==> src/rtl/irq_wd_pkg.sv <==
package irq_wd_pkg;
  // Number of bits needed to hold values 0..max_val.
  function automatic int unsigned width_for(input int unsigned max_val);
    return (max_val < 2) ? 1 : $clog2(max_val + 1);
  endfunction
endpackage

==> src/rtl/irq_divider.sv <==
module irq_divider
  import irq_wd_pkg::*;
#(
  parameter int unsigned IRQ_PERIOD = 1042,
  parameter int unsigned IRQ_LOW    = 37
) (
  input  logic clk,
  input  logic rst,
  output logic irq_n
);
  localparam int unsigned CW = width_for(IRQ_PERIOD - 1);
  localparam logic [CW-1:0] LAST = CW'(IRQ_PERIOD - 1);
  localparam logic [CW-1:0] LOWN = CW'(IRQ_LOW);

  logic [CW-1:0] phase_q;
  logic          irq_n_q;

  always_ff @(posedge clk) begin
    if (rst) begin
      phase_q <= '0;
      irq_n_q <= 1'b1;
    end else begin
      irq_n_q <= !(phase_q < LOWN);
      phase_q <= (phase_q == LAST) ? '0 : phase_q + 1'b1;
    end
  end

  assign irq_n = irq_n_q;
endmodule

==> src/rtl/line_sync.sv <==
module line_sync #(
  parameter int unsigned STAGES = 2
) (
  input  logic clk,
  input  logic rst,
  input  logic line_in,
  output logic edge_o
);
  logic [STAGES-1:0] sh_q;
  logic              last_q;

  for (genvar i = 0; i < STAGES; i++) begin : g_stage
    if (i == 0) begin : g_first
      always_ff @(posedge clk) begin
        if (rst) sh_q[i] <= 1'b0;
        else     sh_q[i] <= line_in;
      end
    end else begin : g_next
      always_ff @(posedge clk) begin
        if (rst) sh_q[i] <= 1'b0;
        else     sh_q[i] <= sh_q[i-1];
      end
    end
  end

  always_ff @(posedge clk) begin
    if (rst) last_q <= 1'b0;
    else     last_q <= sh_q[STAGES-1];
  end

  assign edge_o = sh_q[STAGES-1] ^ last_q;
endmodule

==> src/rtl/toggle_watchdog.sv <==
module toggle_watchdog #(
  parameter int unsigned TMO_W = 16
) (
  input  logic             clk,
  input  logic             rst,
  input  logic             kick,
  input  logic [TMO_W-1:0] limit,
  output logic             blank_n
);
  logic [TMO_W-1:0] elapsed_q;
  logic             blank_n_q;

  always_ff @(posedge clk) begin
    if (rst) begin
      elapsed_q <= '0;
      blank_n_q <= 1'b0;
    end else if (kick) begin
      elapsed_q <= '0;
      blank_n_q <= 1'b1;
    end else if (elapsed_q >= limit) begin
      blank_n_q <= 1'b0;
    end else begin
      elapsed_q <= elapsed_q + 1'b1;
    end
  end

  assign blank_n = blank_n_q;
endmodule

==> src/rtl/irq_blank_wdog.sv <==
module irq_blank_wdog #(
  parameter int unsigned IRQ_PERIOD  = 1042,
  parameter int unsigned IRQ_LOW     = 37,
  parameter int unsigned TMO_W       = 16,
  parameter int unsigned SYNC_STAGES = 2
) (
  input  logic             clk,
  input  logic             rst,
  input  logic             wd_line,
  input  logic [TMO_W-1:0] wd_limit,
  output logic             irq_n,
  output logic             blank_n
);
  logic kick_w;

  irq_divider #(.IRQ_PERIOD(IRQ_PERIOD), .IRQ_LOW(IRQ_LOW)) u_div (
    .clk(clk), .rst(rst), .irq_n(irq_n)
  );

  line_sync #(.STAGES(SYNC_STAGES)) u_sync (
    .clk(clk), .rst(rst), .line_in(wd_line), .edge_o(kick_w)
  );

  toggle_watchdog #(.TMO_W(TMO_W)) u_wd (
    .clk(clk), .rst(rst), .kick(kick_w), .limit(wd_limit), .blank_n(blank_n)
  );
endmodule

==> config.mk <==
export PLATFORM = sky130hd
export DESIGN_NAME = irq_blank_wdog
export DESIGN_NICKNAME = d
export VERILOG_FILES = /design/src/rtl/irq_wd_pkg.sv /design/src/rtl/irq_divider.sv /design/src/rtl/line_sync.sv /design/src/rtl/toggle_watchdog.sv /design/src/rtl/irq_blank_wdog.sv
export SDC_FILE = /design/constraint.sdc
export NUM_CORES = 1
export LEC_CHECK = 0
export BUFFER_PORTS_ARGS = -buffer_cell sky130_fd_sc_hd__buf_2
export CAP_MARGIN = 20
export CORE_UTILIZATION = 58
export DETAILED_ROUTE_END_ITERATION = 6
export PLACE_DENSITY = 0.76
export SLEW_MARGIN = 20
export SYNTH_ARGS = -nofsm -noshare
export SYNTH_HDL_FRONTEND = slang
export SYNTH_HIERARCHICAL = 1
export SYNTH_SLANG_ARGS = --single-unit
==> constraint.sdc <==
create_clock -name clk -period 2.61 [get_ports clk]
set_input_delay 0.522 -clock clk [delete_from_list [all_inputs] [get_ports clk]]
set_output_delay 0.522 -clock clk [all_outputs]
set_load 0.02 [all_outputs]
### Word level (Yosys, flattened, before mapping)

Index checks and enable logic that the tools add are counted.

| storage, ports and cells | value |
|---|---|
| flip-flop bits (word level) | 32 |
| output and inout port bits | 2 |
| word-level logic and storage cells | 19 |

| operators by class | value |
|---|---|
| add/subtract/negate cells | 2 |
| order comparisons | 2 |
| equality and inequality tests | 1 |
| mux-type cells | 2 |
| bitwise gates (word level) | 1 |
| reductions and logical operators | 4 |

Operators by type and width:

| operator | count |
|---|---|
| 16-bit by 1-bit adder with 16-bit output (second input constant) | 1 |
| 16-bit greater-or-equal comparator | 1 |
| 11-bit by 1-bit adder with 11-bit output (second input constant) | 1 |
| 11-bit == test (second input constant) | 1 |
| 11-bit by 6-bit < comparator with 1-bit output (second input constant) | 1 |
| 2-bit OR reduction | 2 |
| 1-bit 2-to-1 mux | 2 |
| 2-bit nonzero test | 1 |
| 1-bit logical NOT | 1 |
| 1-bit XOR | 1 |

### Depth between registers and ports, before layout

Gate-level depths: netlist (run 1).

| depth | value |
|---|---|
| depth in word-level cells | 3 |
| gate-level depth with buffers | 9 |
| gate-level depth less buffers | 7 |

### Cells and area by module

The synthesis (run 1) kept the hierarchy.

Modules (own cells, without submodules):

| module | instances | cells each | area each (µm²) | seq. area each (µm²) |
|---|---|---|---|---|
| toggle_watchdog | 1 | 162 | 1,311.3 | 340.3 |
| irq_divider | 1 | 61 | 555.5 | 240.2 |
| line_sync | 1 | 7 | 87.6 | 60.1 |

### Worst setup path before layout (run 1)

No wires, ideal clock.

| timing | value |
|---|---|
| path type | input -> register |
| start point | input wd_limit[0] |
| end point | register u_wd.elapsed_q[4] |
| arrival | 2.187 ns |
| data required time | 2.540 ns |
| slack | 0.353 ns |
| stages on the path | 7 |
| path through | ha_1 -> nand2b_4 -> a2111oi_4 -> o31ai_2 -> buf_6 -> or4_1 -> a21oi_1 |

| on the way | value |
|---|---|
| cells in the longest elaborated chain, start to end | 1 |

Ends and longest elaborated chain:

| what | RTL line | RTL |
|---|---|---|
| start: declaration | irq_blank_wdog.sv:10 | `input logic [TMO_W-1:0] wd_limit,` |
| 16-bit greater-or-equal comparator | toggle_watchdog.sv:20 | `end else if (elapsed_q >= limit) begin` |
| end signal: assignment | toggle_watchdog.sv:23 | `elapsed_q <= elapsed_q + 1'b1;` |
| end: declaration | toggle_watchdog.sv:10 | `logic [TMO_W-1:0] elapsed_q;` |

Every way passes these cells.
A chain may end at the register's enable or synchronous reset.

### Final worst setup path (run 1)

| timing | value |
|---|---|
| start point | register u_wd.elapsed_q[0] |
| end point | register u_wd.elapsed_q[4] |

| on the way | value |
|---|---|
| cells in the longest elaborated chain, start to end | 1 |
| elaborated cells on any way between the ends | 2 |

Ends and longest elaborated chain:

| what | RTL line |
|---|---|
| 16-bit by 1-bit adder with 16-bit output or 16-bit greater-or-equal comparator (tied branches) | toggle_watchdog.sv:23, toggle_watchdog.sv:20 |

Parallel ways exist; a longest one is shown, timed or not.

==> results.cfg, run 1 <==
[global_routing]
grt.total_usage_pct = 24.24
grt_pass1_vias = 1455
overflow = 0
antenna_found_initial = 0
grt_first_pass_wirelength_um = 6396
grt_max_degree = 26

[power]
clockPowerShare_pct = 37.7
p_seq_share_pct = 52.3
total_power_w = 0.0009842
p_int_w = 0.0007470
vdd_ir_drop_max_mv = 0.4070
power_switching_w = 0.0002372
power.density_nw_per_um2 = 450.5
switching_share_pct = 24.10
comb_power_share_pct = 10.0
p_leak_nw = 0.8899

[final_layout]
antennaDiodeCount = 0
final_area_um2 = 2185
final_layout_size_suffix_gt1_share_pct = 16.54
areaGrowthSynthToFinish_pct = 11.78
nets = 291

[floorplanning]
die_h_um = 60.05
ios = 21
row_count = 20
core_area_um2 = 3128
start_util_pct = 62.48
die_area_um2 = 3606
die_w_um = 60.05

[synthesis]
ys_seq_elements = 32
yosysSeqAreaShare_pct = 32.78
syn_area_per_cell_um2 = 8.497
synth_flop_cell = dfxtp_1
synth_area_um2 = 1954
yosys_warnings = 6
async_reset_ff_share_pct = 0
synth.distinct_cells = 44
syn_inst = 230
synth-edff-count = 0
syn_nets = 268

[sta]
holdWs_ns = 0.4060
tns_ns = 0
fin_crit_ns = 2.397
fmax_ghz = 0.4171
tightest_slew_ns = 0.8717
slew_headroom_pct = 41.53
finalClockSkew_ns = 0.01911
rsz0062_at_grt = no
fin_crit_sh_pct = 91.86
finalMaxSlewViolations = 0
hold_violations = 0
setup_viol = 0

[worst_setup_path]
cp_slowest_cell = or4_1
crit_chain = inv_1 -> ha_1 -> nand2b_4 -> a2111oi_4 -> o31ai_2 -> buf_4 -> or4_1 -> a21oi_1
cp_data_arrival_time_ns = 2.66
reg2reg_slack_ns = 0.21
startpoint_type = flip-flop
worstSetupPathType = reg2reg
crit_path_max_fanout = 12
cp_top_family = compound AO/OA/AOI/OAI gates
r2r-start = u_wd/elapsed_q[0]
crit_required_ns = 2.88
reg2regPathDepth = 8
end_kind = flip-flop
r2r-end = u_wd/elapsed_q[4]
path_buf_inv = 2
slowest_delay_ns = 0.48

[detailed_routing]
drtIter0Drc = 75
wl_per_cell_um = 13.43
drc_errors = 0
dr.pass1.iters = 4
vias = 1758
avgViaCountPerCell = 5.899
wirelength_um = 4002
ant_nets = 0

[clocking]
cts_num_sinks = 32
numCtsBuffers = 5
cts_tree = yes
hold_buffers = 0
cts_setup_buffers = 0
insertion_delay_ns = 0.34
clk_pin_slew_ns = 0.11
ctsResizeCount = 0
htreeDepth = 2
clk_path_buf_depth = 2
cts-root-buf = clkbuf_4

[placed_design]
gp_congestion = 0.8049
place_hpwl_um = 3002
dpl-instance-area_um2 = 2108
portBuffers = 20

[worst_hold_path]
hold_end = u_sync/sh_q[0]
whs_path_depth = 2
min_from = wd_line
hold_path_class = in2reg

[job]
cap_viol_max_count = 0

[status]
status = completed
==> layout make-up <==
type | count | area (um^2)
multi-input cells | 170 | 1195
fillers | 270 | 943.4
flip-flops and latches | 32 | 640.6
repair buffers | 24 | 142.6
inverters | 20 | 75.07
well taps | 44 | 55.05
clock buffers | 6 | 41.29
clock inverters | 2 | 35.03
==> sequential cells by signal, indices dropped and copies added (netlist names) <==
register / count
u_div/irq_n: 1
u_div/phase_q: 11
u_sync/last_q: 1
u_sync/sh_q: 2
u_wd/blank_n: 1
u_wd/elapsed_q: 16
==> power groups by stage <==
stage,clock network (W),logic (W),registers [W]
floorplan,0,0.0000700,0.000523
global placement,0,0.0000966,0.000525
detailed placement,0,0.0000989,0.000526
CTS,0.000385,0.0000994,0.000514
global route,0.000408,0.000112,0.000516
finish,0.000371,0.0000989,0.000515
==> synth_stat cells, types with 2 or more instances <==
master	n	area (um^2)
nor2b_1	3	18.77
o31ai_1	12	90.09
nand3_1	15	75.07
o21a_1	2	15.01
or2_2	2	12.51
nand4_1	7	43.79
inv_1	20	75.07
buf_2	5	25.02
mux2i_1	2	20.02
nor4_1	3	18.77
a21oi_1	23	115.1
o21ai_0	8	40.04
or4_1	10	75.07
or3_1	7	43.79
nand2_1	15	56.30
dfxtp_1	32	640.6
ha_1	19	237.7
or3_2	2	15.01
and4_1	2	17.52
xor2_1	3	26.28
nor3_1	2	10.01
nor2_1	12	45.04
a211o_1	3	26.28
==> layout by cell type (no fill, tap or decap), types with 10 or more instances in the layout <==
cell type / count
buf_2: 20
nand3_1: 15
ha_1: 19
nand2_1: 15
inv_1: 20
o31ai_1: 12
or4_1: 10
a21oi_1: 23
nor2_1: 12
dfxtp_1: 32
==> kinds of logic (layout without fill, tap and decap cells) <==
| family | Yosys count | count (layout) | share of synthesized area (%) |
|---|---|---|---|
| flops | 32 | 32 | 32.78 |
| fa+ha+maj | 19 | 19 | 12.16 |
| mux | 2 | 2 | 1.024 |
| compound gates | 60 | 60 | 20.81 |
| buf+inv | 28 | 52 | 6.081 |
| xor+xnor | 4 | 4 | 1.793 |
| simple gates | 85 | 85 | 25.35 |
==> routing by layer <==
metal / vias up / GRT usage [%] / part of all wire, %
li1: 909 / - / -
met1: 789 / 30.49 / 49
met2: 54 / 39.37 / 45
met3: 6 / 5.844 / 4.8
met4: 0 / 10.30 / 1.2
met5: - / 0 / 0
==> per-stage QoR <==
step           utilization [%]  instances  setup slack, ns
3_5_place_dp             67.40        290           0.1409
6_report                 69.84        298           0.2126
4_1_cts                  69.84        298           0.2414
3_3_place_gp             67.40        290           0.1755
2_1_floorplan                -        230           0.3527
5_1_grt                  69.84        298          0.07455
==> worst max path at each step <==
stage | to | from | depth (start not counted) | slack (ns)
2_1_floorplan | u_wd/elapsed_q[4] | wd_limit[0] | 7 | 0.35
3_3_place_gp | u_wd/elapsed_q[10] | wd_limit[5] | 9 | 0.18
3_5_place_dp | u_wd/elapsed_q[13] | wd_limit[0] | 8 | 0.14
4_1_cts | u_wd/elapsed_q[8] | u_wd/elapsed_q[0] | 8 | 0.24
5_1_grt | u_wd/elapsed_q[11] | u_wd/elapsed_q[0] | 8 | 0.07
6_report | u_wd/elapsed_q[4] | u_wd/elapsed_q[0] | 8 | 0.21
(Power assumes the default switching activity.)
==> run 2, diff against run 1 <==
--- a/config.mk
+++ b/config.mk
@@ -5,11 +5,12 @@
 export SDC_FILE = /design/constraint.sdc
 export NUM_CORES = 1
 export LEC_CHECK = 0
+export ABC_AREA = 1
 export BUFFER_PORTS_ARGS = -buffer_cell sky130_fd_sc_hd__buf_2
 export CAP_MARGIN = 20
-export CORE_UTILIZATION = 58
+export CORE_UTILIZATION = 59
 export DETAILED_ROUTE_END_ITERATION = 6
-export PLACE_DENSITY = 0.76
+export PLACE_DENSITY = 0.77
 export SLEW_MARGIN = 20
 export SYNTH_ARGS = -nofsm -noshare
 export SYNTH_HDL_FRONTEND = slang
==> results.cfg, run 2 <==
[clocking]
cts_setup_buffers = 0
cts-root-buf = clkbuf_8
hold_buffers = 0
insertion_delay_ns = 0.28
cts_num_sinks = 32
cts_tree = yes
clk_pin_slew_ns = 0.07
clk_path_buf_depth = 2
numCtsBuffers = 5
ctsResizeCount = 0
htreeDepth = 2

[sta]
tightest_slew_ns = 0.5528
fin_crit_ns = 1.829
setup_viol = 0
hold_violations = 0
fmax_ghz = 0.5467
fin_ws_ns = 0.7810
tns_ns = 0
fin_crit_sh_pct = 70.08
finalClockSkew_ns = 0.006025
finalMaxSlewViolations = 0
slew_headroom_pct = 63.11
rsz0062_at_grt = no

[final_layout]
reg_top3 = u_wd/elapsed_q: 16 flops, u_div/phase_q: 11 flops, u_sync/sh_q: 2 flops
largest_reg_flops = 16
seq_area_um2 = 640.6
n_fill_cell = 310
antennaDiodeCount = 0
nets = 389
final_area_um2 = 2422
mostFrequentLayoutCells = nand2_1 (89), inv_1 (53), nor2_1 (36), dfxtp_1 (32), nand3_1 (31)
mostFrequentLayoutCell = nand2_1
largest-register = u_wd/elapsed_q
final_layout_size_suffix_gt1_share_pct = 12.78
multi_input_area_um2 = 1306
areaGrowthSynthToFinish_pct = 11.33

[detailed_routing]
ant_nets = 0
vias = 1986
dr.pass1.iters = 4
drc_errors = 0
wl_per_cell_um = 10.46
dr_wl_met3_um = 168
wirelength_um = 4165
drtIter0Drc = 90
met2_length_um = 1828
met1Wirelength_um = 2120
avgViaCountPerCell = 4.990
highest_layer = met4

[power]
p_leak_nw = 1.128
power.density_nw_per_um2 = 442.1
vdd_ir_drop_max_mv = 0.3578

[worst_setup_path]
cp_data_arrival_time_ns = 1.97
crit_required_ns = 2.76
worstSetupPathType = reg2reg
crit_path_max_fanout = 18
slowest_delay_ns = 0.44
cp_slowest_cell = dfxtp_1
startpoint_type = flip-flop
end_kind = flip-flop
crit_chain = inv_1 -> ha_1 -> nand4_1 -> nor2_1 -> nor2_1 -> nand2_2 -> nand2_4 -> nand2_4 -> nand2_1 -> a21oi_1

[worst_hold_path]
hold_path_class = reg2reg

[synthesis]
synth.most_common_cell = nand2_1
synth_flop_cell = dfxtp_1
synth_xor_area_share_pct = 4.830
syn_inst = 327
synth_area_leaders = dfxtp_1 (29%), nand2_1 (15%), ha_1 (11%), inv_1 (9.1%), nand3_1 (7.1%)
synth.area.mux_share_pct = 0
synth_top_family_by_area = simple AND/OR/NAND/NOR gates
yosysSeqAreaShare_pct = 29.44
async_reset_ff_share_pct = 0
synth.distinct_cells = 23
synth-edff-count = 0
synth_top_area_share_pct = 29.44
synthAdderAreaFrac_pct = 10.93
yosys_warnings = 6
yosys.area.top_type = dfxtp_1
synth-compound-area-share_pct = 6.958
syn_area_per_cell_um2 = 6.654
syn_nets = 365
ys_seq_elements = 32
yosys.area_share.simple_pct = 37.32
synth_area_um2 = 2176
synthTopCellsByCount = nand2_1 (89), inv_1 (53), nor2_1 (36)

[placed_design]
place_ws_ns = 0.5496
dpl-instance-area_um2 = 2311
gp_congestion = 0.8453
place_hpwl_um = 3067
portBuffers = 20

[floorplanning]
die_w_um = 62.73
die_area_um2 = 3934
ios = 21
core_area_um2 = 3442
die_h_um = 62.73
row_count = 21
start_util_pct = 63.21

[global_routing]
grt_max_degree = 19
grt_first_pass_wirelength_um = 7445
grt.total_usage_pct = 23.63
grt_pass1_vias = 1792
antenna_found_initial = 0
overflow = 0

[status]
status = completed

[job]
cap_viol_max_count = 0
## run 2: cell types whose count changed after synthesis, sizes merged, moves of 4 or more
cell and change:
nand3 +19, xnor2 +5, inv +33, or3 -9
buf -4, o31ai -13, or4 -11, o21ai -7
nor2 +33, nand2 +77
## run 2: final cells by class
type | count | share of cell area [%]
Multi-Input combinational cell | 238 | 53.93
Sequential cell | 32 | 26.45
Inverter | 53 | 8.213
Timing Repair Buffer | 21 | 4.442
Clock buffer | 5 | 2.841
Tap cell | 46 | 2.376
Clock inverter | 3 | 1.756
## run 2: cells by family after synthesis
logic type,after synthesis
xor gates and xnor gates,12
buffers and inverters,57
AOI/OAI and AO/OA,27
adders and majority gates,19
DFF,32
and+or+nand+nor,180
## run 2: worst paths after layout
kind | from | end | slack, ns | cells past startpoint
setup / recovery | u_wd/elapsed_q[0] | u_wd/elapsed_q[4] | 0.78 | 10
hold / removal | u_sync/sh_q[0] | u_sync/sh_q[1] | 0.41 | 2
setup reg to reg | u_wd/elapsed_q[0] | u_wd/elapsed_q[4] | 0.78 | 10
hold reg to reg | u_sync/sh_q[0] | u_sync/sh_q[1] | 0.41 | 2
## run 2: metrics by stage
| stage | cells | total power [W] | hold WS [ns] | util, % |
|---|---|---|---|---|
| detailed placement | 390 | 0.0006114 | 0.3988 | 67.14 |
| CTS | 398 | 0.001079 | 0.4105 | 70.37 |
| global route | 398 | 0.001111 | 0.4429 | 70.37 |
| finish | 398 | 0.001071 | 0.4126 | 70.37 |
| floorplan | 327 | 0.0005789 | 0.3883 | - |
| global placement | 390 | 0.0006066 | 0.4014 | 67.14 |
## run 2: layer usage
layer	GRT usage, %	up-vias
met4	9.593	0
met5	0	-
met1	30.05	861
li1	-	1078
met3	3.832	5
met2	39.54	42
## run 2: power by group
group / switching (W) / internal, W / total [W]
registers: 0.0000124 / 0.000500 / 0.000512
logic: 0.0000488 / 0.0000379 / 0.0000868
clock network: 0.000190 / 0.000282 / 0.000472
total: 0.000251 / 0.000820 / 0.00107
## run 2: worst max-delay path: cells and delay by family (launching register included)
family                     cells  cell delay [ns]
DFF                            1             0.44
adders and majority gates      1             0.28
and+or+nand+nor                7             0.80
buffers and inverters          1             0.10
AOI/OAI and AO/OA              1             0.06
